===== src/rtl/wdog_pkg.sv =====
package wdog_pkg;
  localparam int unsigned ADDR_W = 5;
  localparam int unsigned DATA_W = 16;

  localparam logic [ADDR_W-1:0] OFS_LOAD = 5'h00;
  localparam logic [ADDR_W-1:0] OFS_CTRL = 5'h04;
  localparam logic [ADDR_W-1:0] OFS_KICK = 5'h08;
  localparam logic [ADDR_W-1:0] OFS_CNT  = 5'h0C;
  localparam logic [ADDR_W-1:0] OFS_STS  = 5'h10;
  localparam logic [ADDR_W-1:0] OFS_IEN  = 5'h14;

  localparam int unsigned CB_EN   = 0;
  localparam int unsigned CB_STL0 = 2;  // three stall enables at 2..4
  localparam int unsigned CB_MODE = 9;
  localparam int unsigned N_STALL = 3;

  typedef struct packed {
    logic               irq_mode;
    logic [N_STALL-1:0] stall_en;  // [0]=hib [1]=wake [2]=dbg
    logic               en;
  } ctrl_t;
endpackage


===== src/rtl/wdog_regs.sv =====
module wdog_regs
  import wdog_pkg::*;
#(
  parameter int unsigned CNT_W = 16
) (
  input  logic              clk_i,
  input  logic              rst_ni,
  input  logic [ADDR_W-1:0] addr_i,
  input  logic              we_i,
  input  logic [DATA_W-1:0] wdata_i,
  output logic [DATA_W-1:0] rdata_o,
  input  logic [CNT_W-1:0]  cnt_i,
  input  logic              expire_irq_i,
  output logic [CNT_W-1:0]  load_val_o,
  output ctrl_t             ctrl_o,
  output logic              reload_o,
  output logic              irq_o
);
  logic [CNT_W-1:0] load_q;
  ctrl_t            ctrl_q, ctrl_d;
  logic             sts_q, ien_q;
  logic             wr_load, wr_ctrl, wr_kick, wr_sts, wr_ien;

  assign wr_load = we_i && (addr_i == OFS_LOAD);
  assign wr_ctrl = we_i && (addr_i == OFS_CTRL);
  assign wr_kick = we_i && (addr_i == OFS_KICK);
  assign wr_sts  = we_i && (addr_i == OFS_STS);
  assign wr_ien  = we_i && (addr_i == OFS_IEN);

  always_comb begin
    ctrl_d = ctrl_q;
    if (wr_ctrl) begin
      ctrl_d.en       = wdata_i[CB_EN];
      ctrl_d.stall_en = wdata_i[CB_STL0 +: N_STALL];
      ctrl_d.irq_mode = wdata_i[CB_MODE];
    end
    if (expire_irq_i) ctrl_d.irq_mode = 1'b0;  // one-shot warning
  end

  always_ff @(posedge clk_i or negedge rst_ni) begin
    if (!rst_ni) begin
      load_q <= '1;
      ctrl_q <= '0;
      sts_q  <= 1'b0;
      ien_q  <= 1'b0;
    end else begin
      if (wr_load) load_q <= wdata_i[CNT_W-1:0];
      ctrl_q <= ctrl_d;
      if (expire_irq_i)                 sts_q <= 1'b1;
      else if (wr_sts && wdata_i[0])    sts_q <= 1'b0;
      if (wr_ien) ien_q <= wdata_i[0];
    end
  end

  assign reload_o   = wr_kick || (wr_ctrl && wdata_i[CB_EN] && !ctrl_q.en);
  assign load_val_o = load_q;
  assign ctrl_o     = ctrl_q;
  assign irq_o      = sts_q && ien_q;

  always_comb begin
    rdata_o = '0;
    unique case (addr_i)
      OFS_LOAD: rdata_o[CNT_W-1:0] = load_q;
      OFS_CTRL: begin
        rdata_o[CB_EN]              = ctrl_q.en;
        rdata_o[CB_STL0 +: N_STALL] = ctrl_q.stall_en;
        rdata_o[CB_MODE]            = ctrl_q.irq_mode;
      end
      OFS_CNT:  rdata_o[CNT_W-1:0] = cnt_i;
      OFS_STS:  rdata_o[0] = sts_q;
      OFS_IEN:  rdata_o[0] = ien_q;
      default:  rdata_o = '0;
    endcase
  end

  a_r8_mode_clears: assert property (@(posedge clk_i) disable iff (!rst_ni)
    expire_irq_i |=> !ctrl_q.irq_mode);
  a_r8_sts_set: assert property (@(posedge clk_i) disable iff (!rst_ni)
    expire_irq_i |=> sts_q);
  a_r9_w1c: assert property (@(posedge clk_i) disable iff (!rst_ni)
    (wr_sts && wdata_i[0] && !expire_irq_i) |=> !irq_o);
endmodule


===== src/rtl/wdog_counter.sv =====
module wdog_counter
  import wdog_pkg::*;
#(
  parameter int unsigned CNT_W = 16
) (
  input  logic               clk_i,
  input  logic               rst_ni,
  input  logic               tick_i,
  input  ctrl_t              ctrl_i,
  input  logic [N_STALL-1:0] stall_i,
  input  logic [CNT_W-1:0]   load_val_i,
  input  logic               reload_i,
  output logic [CNT_W-1:0]   cnt_o,
  output logic               expire_irq_o,
  output logic               rst_req_o
);
  logic [CNT_W-1:0]   cnt_q;
  logic [N_STALL-1:0] stall_hit;
  logic               active, expire, rst_q;

  for (genvar g = 0; g < N_STALL; g++) begin : g_stall
    assign stall_hit[g] = ctrl_i.stall_en[g] && stall_i[g];
  end

  assign active       = tick_i && ctrl_i.en && !(|stall_hit);
  assign expire       = active && (cnt_q == '0) && !reload_i;
  assign expire_irq_o = expire && ctrl_i.irq_mode;

  always_ff @(posedge clk_i or negedge rst_ni) begin
    if (!rst_ni) begin
      cnt_q <= '1;
      rst_q <= 1'b0;
    end else begin
      rst_q <= expire && !ctrl_i.irq_mode;
      if (reload_i || expire) cnt_q <= load_val_i;
      else if (active)        cnt_q <= cnt_q - 1'b1;
    end
  end

  assign cnt_o     = cnt_q;
  assign rst_req_o = rst_q;

  a_r7_single_pulse: assert property (@(posedge clk_i) disable iff (!rst_ni)
    rst_req_o |=> !rst_req_o);
  a_r4_hold_disabled: assert property (@(posedge clk_i) disable iff (!rst_ni)
    (!ctrl_i.en && !reload_i) |=> $stable(cnt_q));
  a_r5_stall_hold: assert property (@(posedge clk_i) disable iff (!rst_ni)
    ((|stall_hit) && !reload_i) |=> $stable(cnt_q));
  a_r8_no_reset_in_irq: assert property (@(posedge clk_i) disable iff (!rst_ni)
    expire_irq_o |=> !rst_req_o);
endmodule


===== src/rtl/wdog_timer.sv =====
module wdog_timer
  import wdog_pkg::*;
#(
  parameter int unsigned CNT_W = 16
) (
  input  logic              clk_i,
  input  logic              rst_ni,
  input  logic [ADDR_W-1:0] addr_i,
  input  logic              we_i,
  input  logic [DATA_W-1:0] wdata_i,
  output logic [DATA_W-1:0] rdata_o,
  input  logic              tick_i,
  input  logic              stall_hib_i,
  input  logic              stall_wake_i,
  input  logic              stall_dbg_i,
  output logic              irq_o,
  output logic              rst_req_o
);
  ctrl_t            ctrl;
  logic [CNT_W-1:0] cnt, load_val;
  logic             reload, expire_irq;

  wdog_regs #(.CNT_W(CNT_W)) u_regs (
    .clk_i, .rst_ni, .addr_i, .we_i, .wdata_i, .rdata_o,
    .cnt_i(cnt), .expire_irq_i(expire_irq), .load_val_o(load_val),
    .ctrl_o(ctrl), .reload_o(reload), .irq_o
  );

  wdog_counter #(.CNT_W(CNT_W)) u_cnt (
    .clk_i, .rst_ni, .tick_i, .ctrl_i(ctrl),
    .stall_i({stall_dbg_i, stall_wake_i, stall_hib_i}),
    .load_val_i(load_val), .reload_i(reload), .cnt_o(cnt),
    .expire_irq_o(expire_irq), .rst_req_o
  );
endmodule


===== config.mk =====
export PLATFORM = sky130hd
export DESIGN_NAME = wdog_timer
export DESIGN_NICKNAME = d
export VERILOG_FILES = /design/src/rtl/wdog_pkg.sv /design/src/rtl/wdog_regs.sv /design/src/rtl/wdog_counter.sv /design/src/rtl/wdog_timer.sv
export SDC_FILE = /design/constraint.sdc
export NUM_CORES = 1
export LEC_CHECK = 0
export BUFFER_PORTS_ARGS = -buffer_cell sky130_fd_sc_hd__buf_4
export CAP_MARGIN = 15
export CELL_PAD_IN_SITES_DETAIL_PLACEMENT = 2
export CELL_PAD_IN_SITES_GLOBAL_PLACEMENT = 2
export CORE_UTILIZATION = 31
export CTS_CLUSTER_DIAMETER = 200
export CTS_CLUSTER_SIZE = 30
export DETAILED_ROUTE_END_ITERATION = 6
export PLACE_DENSITY_LB_ADDON = 0.25
export SLEW_MARGIN = 10
export SYNTH_ARGS = -nofsm -noshare
export SYNTH_HDL_FRONTEND = slang
export SYNTH_SLANG_ARGS = --single-unit

===== constraint.sdc =====
create_clock -name clk_i -period 2 [get_ports clk_i]
set_clock_uncertainty 0.1 [all_clocks]
set_input_delay 0.1 -clock clk_i [delete_from_list [all_inputs] [get_ports clk_i]]
set_output_delay 0.1 -clock clk_i [all_outputs]
set_load 0.01 [all_outputs]

## Word level (Yosys, flattened, before mapping)

Index checks and enable logic that the tools add are counted.

| operators by class | value |
|---|---|
| add/subtract/negate cells | 1 |
| eq/ne operators | 5 |
| muxes and demuxes | 12 |
| reductions and logical operators | 30 |

Operators by type and width:

| cell | number |
|---|---|
| 2-to-1 mux 16 bit | 2 |
| logical AND 1 bit | 18 |
| zero test 16 bit | 1 |
| subtractor 16 x 1 -> 16 bit (second input constant) | 1 |
| one-hot mux 6 bit (2 select lines) | 1 |
| == test 5 x 4 -> 1 bit (second input constant) | 2 |
| == test 5 bit (second input constant) | 2 |
| one-hot mux 3 bit (3 select lines) | 1 |
| one-hot mux 4 bit (2 select lines) | 1 |
| nonzero test 2 bit | 3 |
| == test 5 x 3 -> 1 bit (second input constant) | 1 |
| zero test 5 bit | 1 |
| 2-to-1 mux 5 bit | 1 |
| one-hot mux 1 bit (5 select lines) | 1 |
| zero test 1 bit | 4 |
| 2-to-1 mux 1 bit | 3 |
| one-hot mux 1 bit (3 select lines) | 1 |
| OR reduction 3 bit | 1 |
| logical OR 1 bit | 2 |
| one-hot mux 1 bit (2 select lines) | 1 |

| storage, ports and cells | value |
|---|---|
| flip-flop bits (word level) | 40 |
| logic and storage cells | 56 |

## Longest topological paths before layout

| logic depth | value |
|---|---|
| depth after elaboration | 9 |
| mapped depth | 7 |

## Cells and area by module

From an unflattened synthesis, not the netlist that was laid out.

| second synthesis, totals | value |
|---|---|
| cells, all modules | 216 |
| area total of the unflattened synthesis | 2342.2 um2 |

Modules (own cells, without submodules):

| module | instances | cells an instance | area an instance (um2) | seq. area each (um2) |
|---|---|---|---|---|
| wdog_regs | 1 | 100 | 1295.0 | 595.6 |
| wdog_counter | 1 | 116 | 1047.3 | 445.4 |

## Worst setup path before layout

Ideal clock, no wire load.

| timing | value |
|---|---|
| kind | reg-to-reg |
| start point | reg u_cnt.cnt_q[4], in the netlist u_cnt.cnt_o[4] |
| end point | reg u_regs.ctrl_q (netlist bit u_regs.ctrl_o[4]) |
| data arrival time | 1.724 ns |
| slack | 0.057 ns |
| cell stages (with the launch flop) | 6 |
| path buffers | 0 |
| period minus slack after synthesis | 1.943 ns |
| cells stage by stage | dfstp_2 -> or4_4 -> and4bb_4 -> nand4_1 -> or2_1 -> o21a_1 |

| on the way | value |
|---|---|
| longest elaborated chain between the ends | 5 |

Ends and longest elaborated chain:

| item | line | RTL |
|---|---|---|
| start, declared | wdog_counter.sv:17 | `logic [CNT_W-1:0] cnt_q;` |
| start signal, assigned | wdog_counter.sv:35 | `if (reload_i \|\| expire) cnt_q <= load_val_i;` |
| start signal, assigned | wdog_counter.sv:36 | `else if (active) cnt_q <= cnt_q - 1'b1;` |
| zero test 16 bit (*) | wdog_counter.sv:26 | `assign expire = active && (cnt_q == '0) && !reload_i;` |
| logical AND 1 bit (*) (2 in series) | wdog_counter.sv:26 |  |
| logical AND 1 bit (*) | wdog_counter.sv:27 | `assign expire_irq_o = expire && ctrl_i.irq_mode;` |
| 2-to-1 mux 1 bit or nonzero test 2 bit (tied branches) | - |  |
| end signal, assigned | wdog_regs.sv:48 | `ctrl_q <= ctrl_d;` |
| end, declared | wdog_regs.sv:20 | `ctrl_t ctrl_q, ctrl_d;` |

Every way passes the cells marked *; elsewhere a longest branch is shown, timed or not.
A chain may end at the register's enable or synchronous reset.

## Final worst setup path

| timing | value |
|---|---|
| start point | reg u_cnt.cnt_q[4], in the netlist u_cnt.cnt_o[4] |
| end point | reg u_cnt.cnt_q[14], in the netlist u_cnt.cnt_o[14] |

| on the way | value |
|---|---|
| longest elaborated chain between the ends | 5 |

Ends and longest elaborated chain:

| item |
|---|
| parallel branches: the longest is 5 deep, another holds subtractor 16 x 1 -> 16 bit |

Parallel ways; which one is timed is not known. The select of a mux whose other input is x is not followed.

==> flow_metrics.env <==
export IMPL_numPortBuffers=45
export IMPL_cap_violations=0
export IMPL_p_switching_mw=0.9291
export IMPL_final_antenna_net_count=0
export IMPL_mostFrequentLayoutCell="buf_4"
export IMPL_p_sw_share_pct=32.39
export IMPL_p_clk_share_pct=21.5
export IMPL_grt_max_degree=41
export IMPL_arrival_ns=2.22
export IMPL_worstReg2RegStart="u_cnt.cnt_o[4]$_DFFE_PN1P_"
export IMPL_drtIter0Drc=66
export IMPL_worstSetupPathType="flop to flop"
export IMPL_syn_inst=196
export IMPL_vdd_ir_drop_max_mv=0.3050
export IMPL_fp_row_count=30
export IMPL_cp_max_fo=7
export IMPL_syn_nets=226
export IMPL_outcome="complete, but fails checks"
export IMPL_startpoint_type="flop"
export IMPL_wl_per_cell_um=17.61
export IMPL_grt_pass1_wl_um=11000
export IMPL_worst_path_largest_cell_delay_ns=0.54
export IMPL_hold_viol_final=0
export IMPL_clkSinkCount=40
export IMPL_hold_class="input port to flop"
export IMPL_clk_pin_slew_ns=0.08
export IMPL_p_int_mw=1.940
export IMPL_ys_seq_area_share_pct=47.38
export IMPL_fin_ws_ns=-0.1002
export IMPL_nNetsFinal=303
export IMPL_start_util_pct=32.16
export IMPL_cp_cell_sequence="or4_4 -> and4bb_4 -> a41oi_4 -> buf_12 -> mux2_2"
export IMPL_cts_tree="yes"
export IMPL_cp_top_family="simple AND/OR/NAND/NOR gates"
export IMPL_tightest_slew_ns=0.5401
export IMPL_setup_viol=11
export IMPL_endpoint_kind="flop"
export IMPL_num_vias=1871
export IMPL_syn_area_um2=2197
export IMPL_async_flop_share_pct=100.0
export IMPL_ys_warnings_count=0
export IMPL_synth_cell_type_count=42
export IMPL_diodes=0
export IMPL_yosys_most_used_dff="dfstp_2"
export IMPL_antenna_found_initial=0
export IMPL_seqPwrFrac_pct=48.6
export IMPL_setup_worst_path_start="u_cnt.cnt_o[4]$_DFFE_PN1P_"
export IMPL_power_density_nw_per_um2=943.2
export IMPL_layout_common_cells="buf_4 (58), dfstp_2 (32), mux2_2 (26), nor2_1 (18), dlygate4sd3_1 (17)"
export IMPL_cts_inserted_buffers=5
export IMPL_ys_seq_elements=40
export IMPL_clk_path_buf_depth=2
export IMPL_fillCellCount=750
export IMPL_path_buf_inv=1
export IMPL_die_area_um2=7428
export IMPL_drc_errors=0
export IMPL_drive_gt1_share_pct=50.73
export IMPL_synth_edff_count=0
export IMPL_violations="negative setup slack"
export IMPL_pin_count=46
export IMPL_syn_to_final_growth_pct=38.44
export IMPL_finalPower_mw=2.869
export IMPL_min_from="we_i"
export IMPL_slew_violations=0
export IMPL_slowest_stage="or4_4"
export IMPL_worst_endpoint_required_ns=2.12
export IMPL_min_period_ns=2.100
export IMPL_slew_limit_headroom_pct=63.99
export IMPL_fp_dieH_um=86.19
export IMPL_wirelength_um=6516
export IMPL_core_area_um2=6832
export IMPL_place_gp_congestion=0.7256
export IMPL_total_leakage_power_nw=1.333
export IMPL_dr_pass1_iters=5
export IMPL_grt_util_all_layers_pct=19.26
export IMPL_post_route_util_pct=44.52
export IMPL_vias_per_cell=5.057
export IMPL_clk_latency_ns=0.29
export IMPL_gr_total_overflow=0
export IMPL_fin_crit_sh_pct=105.0
export IMPL_h_tree_depth=2
export IMPL_grt_pass1_vias=2176
export IMPL_rsz0062_at_grt="yes"
export IMPL_syn_area_per_cell_um2=11.21
export IMPL_dieWidth_um=86.19
export IMPL_max_freq_mhz=476.1
export IMPL_p_comb_share_pct=29.9
export IMPL_cts_root_buf="clkbuf_8"
export IMPL_dpl_hpwl_um=4480
## stage by stage
step                      cells  instance area [µm²]  worst slack [ns]  setup TNS (ns)  hold WS [ns]
final                       370                 3042           -0.1002         -0.5988        0.1230
after global routing        370                 3042           -0.1541          -1.754        0.1213
after CTS                   370                 3013          -0.07099         -0.3969        0.1257
after detailed placement    344                 2718          -0.06246         -0.5762       0.02277
after global placement      344                 2718         -0.002677       -0.002677       0.01940
after floorplan             196                 2197           0.05695               0       -0.2956
## power by group through the flow
stage               clock network (mW)  logic, mW  registers (mW)
floorplan                            0      0.475            1.36
global placement                     0      0.786            1.39
detailed placement                   0      0.814            1.40
CTS                              0.641      0.854            1.39
global route                     0.682      0.950            1.43
finish                           0.616      0.858            1.39
## area by class of cell
| cell class | instances | area, µm² | share of cell area (%) |
|---|---|---|---|
| multi-input cells | 141 | 1104 | 36.28 |
| flip-flops and latches | 40 | 1041 | 34.22 |
| repair buffers | 78 | 648.1 | 21.31 |
| well taps | 96 | 120.1 | 3.949 |
| clock buffers | 7 | 97.59 | 3.209 |
| inverters | 7 | 26.28 | 0.8638 |
| clock inverters | 1 | 5.005 | 0.1645 |
## tightest hold or removal path, cell delays in order
cell and delay [ns]:
buf_4 0.13, nand3_1 0.07, o21ai_0 0.08, o21ai_1 0.08
## cell usage after synthesis (all sizes together) (3+ instances only)
cell,count,area [µm²]
dfstp,32,840.8
xnor2,5,43.79
dfrtp,8,200.2
a22o,12,105.1
nor3,4,20.02
xor2,9,78.83
buf,5,38.78
nand4,5,31.28
inv,7,26.28
a21oi,13,65.06
nor2,24,97.59
a222oi,4,40.04
mux2,26,292.8
clkbuf,3,11.26
nand3,6,30.03
nand2,5,21.27
o21ai,4,20.02
## logic make-up (layout without fill, tap and decap cells)
kind of cell             after synthesis  in the layout  share of synthesized area (%)
XOR/XNOR                              14             14                          5.581
AO/OA/AOI/OAI                         38             38                          13.38
AND/OR/NAND/NOR                       59             59                          14.81
multiplexers                          28             28                          14.24
buffers and inverters                 15             93                          3.474
adder cells (fa/ha/maj)                2              2                          1.139
flip-flops                            40             40                          47.38
## per-layer routing
metal	global-route usage, %	part of all wire (%)	up-vias
li1	-	-	870
met1	23.81	44	968
met2	35.21	53	29
met3	3.429	1.9	4
met4	3.636	0.48	0
met5	0	0	-
## final timing paths
path | end | slack, ns | depth (start not counted)
min in group asynchronous | u_regs.ctrl_o[1]$_DFFE_PN0N_ | 0.24 | 2
worst min-delay path | u_regs.sts_q$_DFFE_PN0P_ | 0.12 | 4
worst min register to register | u_cnt.rst_req_o$_DFF_PN0_ | 0.40 | 1
max in group asynchronous | u_cnt.cnt_o[6]$_DFFE_PN1P_ | 1.19 | 2
worst max register to register | u_cnt.cnt_o[14]$_DFFE_PN1P_ | -0.10 | 5
worst max-delay path | u_cnt.cnt_o[14]$_DFFE_PN1P_ | -0.10 | 5
## timing repair
| action | 4_1_cts | 5_1_grt |
|---|---|---|
| pin swaps | 1 | 2 |
| hold buffers | 17 | 0 |
| cloned | 0 | 0 |
| endpoints found under the setup margin | 16 | 19 |
| gates resized for setup | 2 | 9 |
| hold endpoints to repair | 29 | 0 |
| buffers inserted | 1 | 0 |
## state kept, by name (all words and copies together), names as in the netlist
register           flops
u_cnt.rst_req_o        1
u_cnt.cnt_o           16
u_regs.ctrl_o          5
u_regs.sts_q           1
u_regs.load_val_o     16
u_regs.ien_q           1
(Power assumes the default switching activity.)
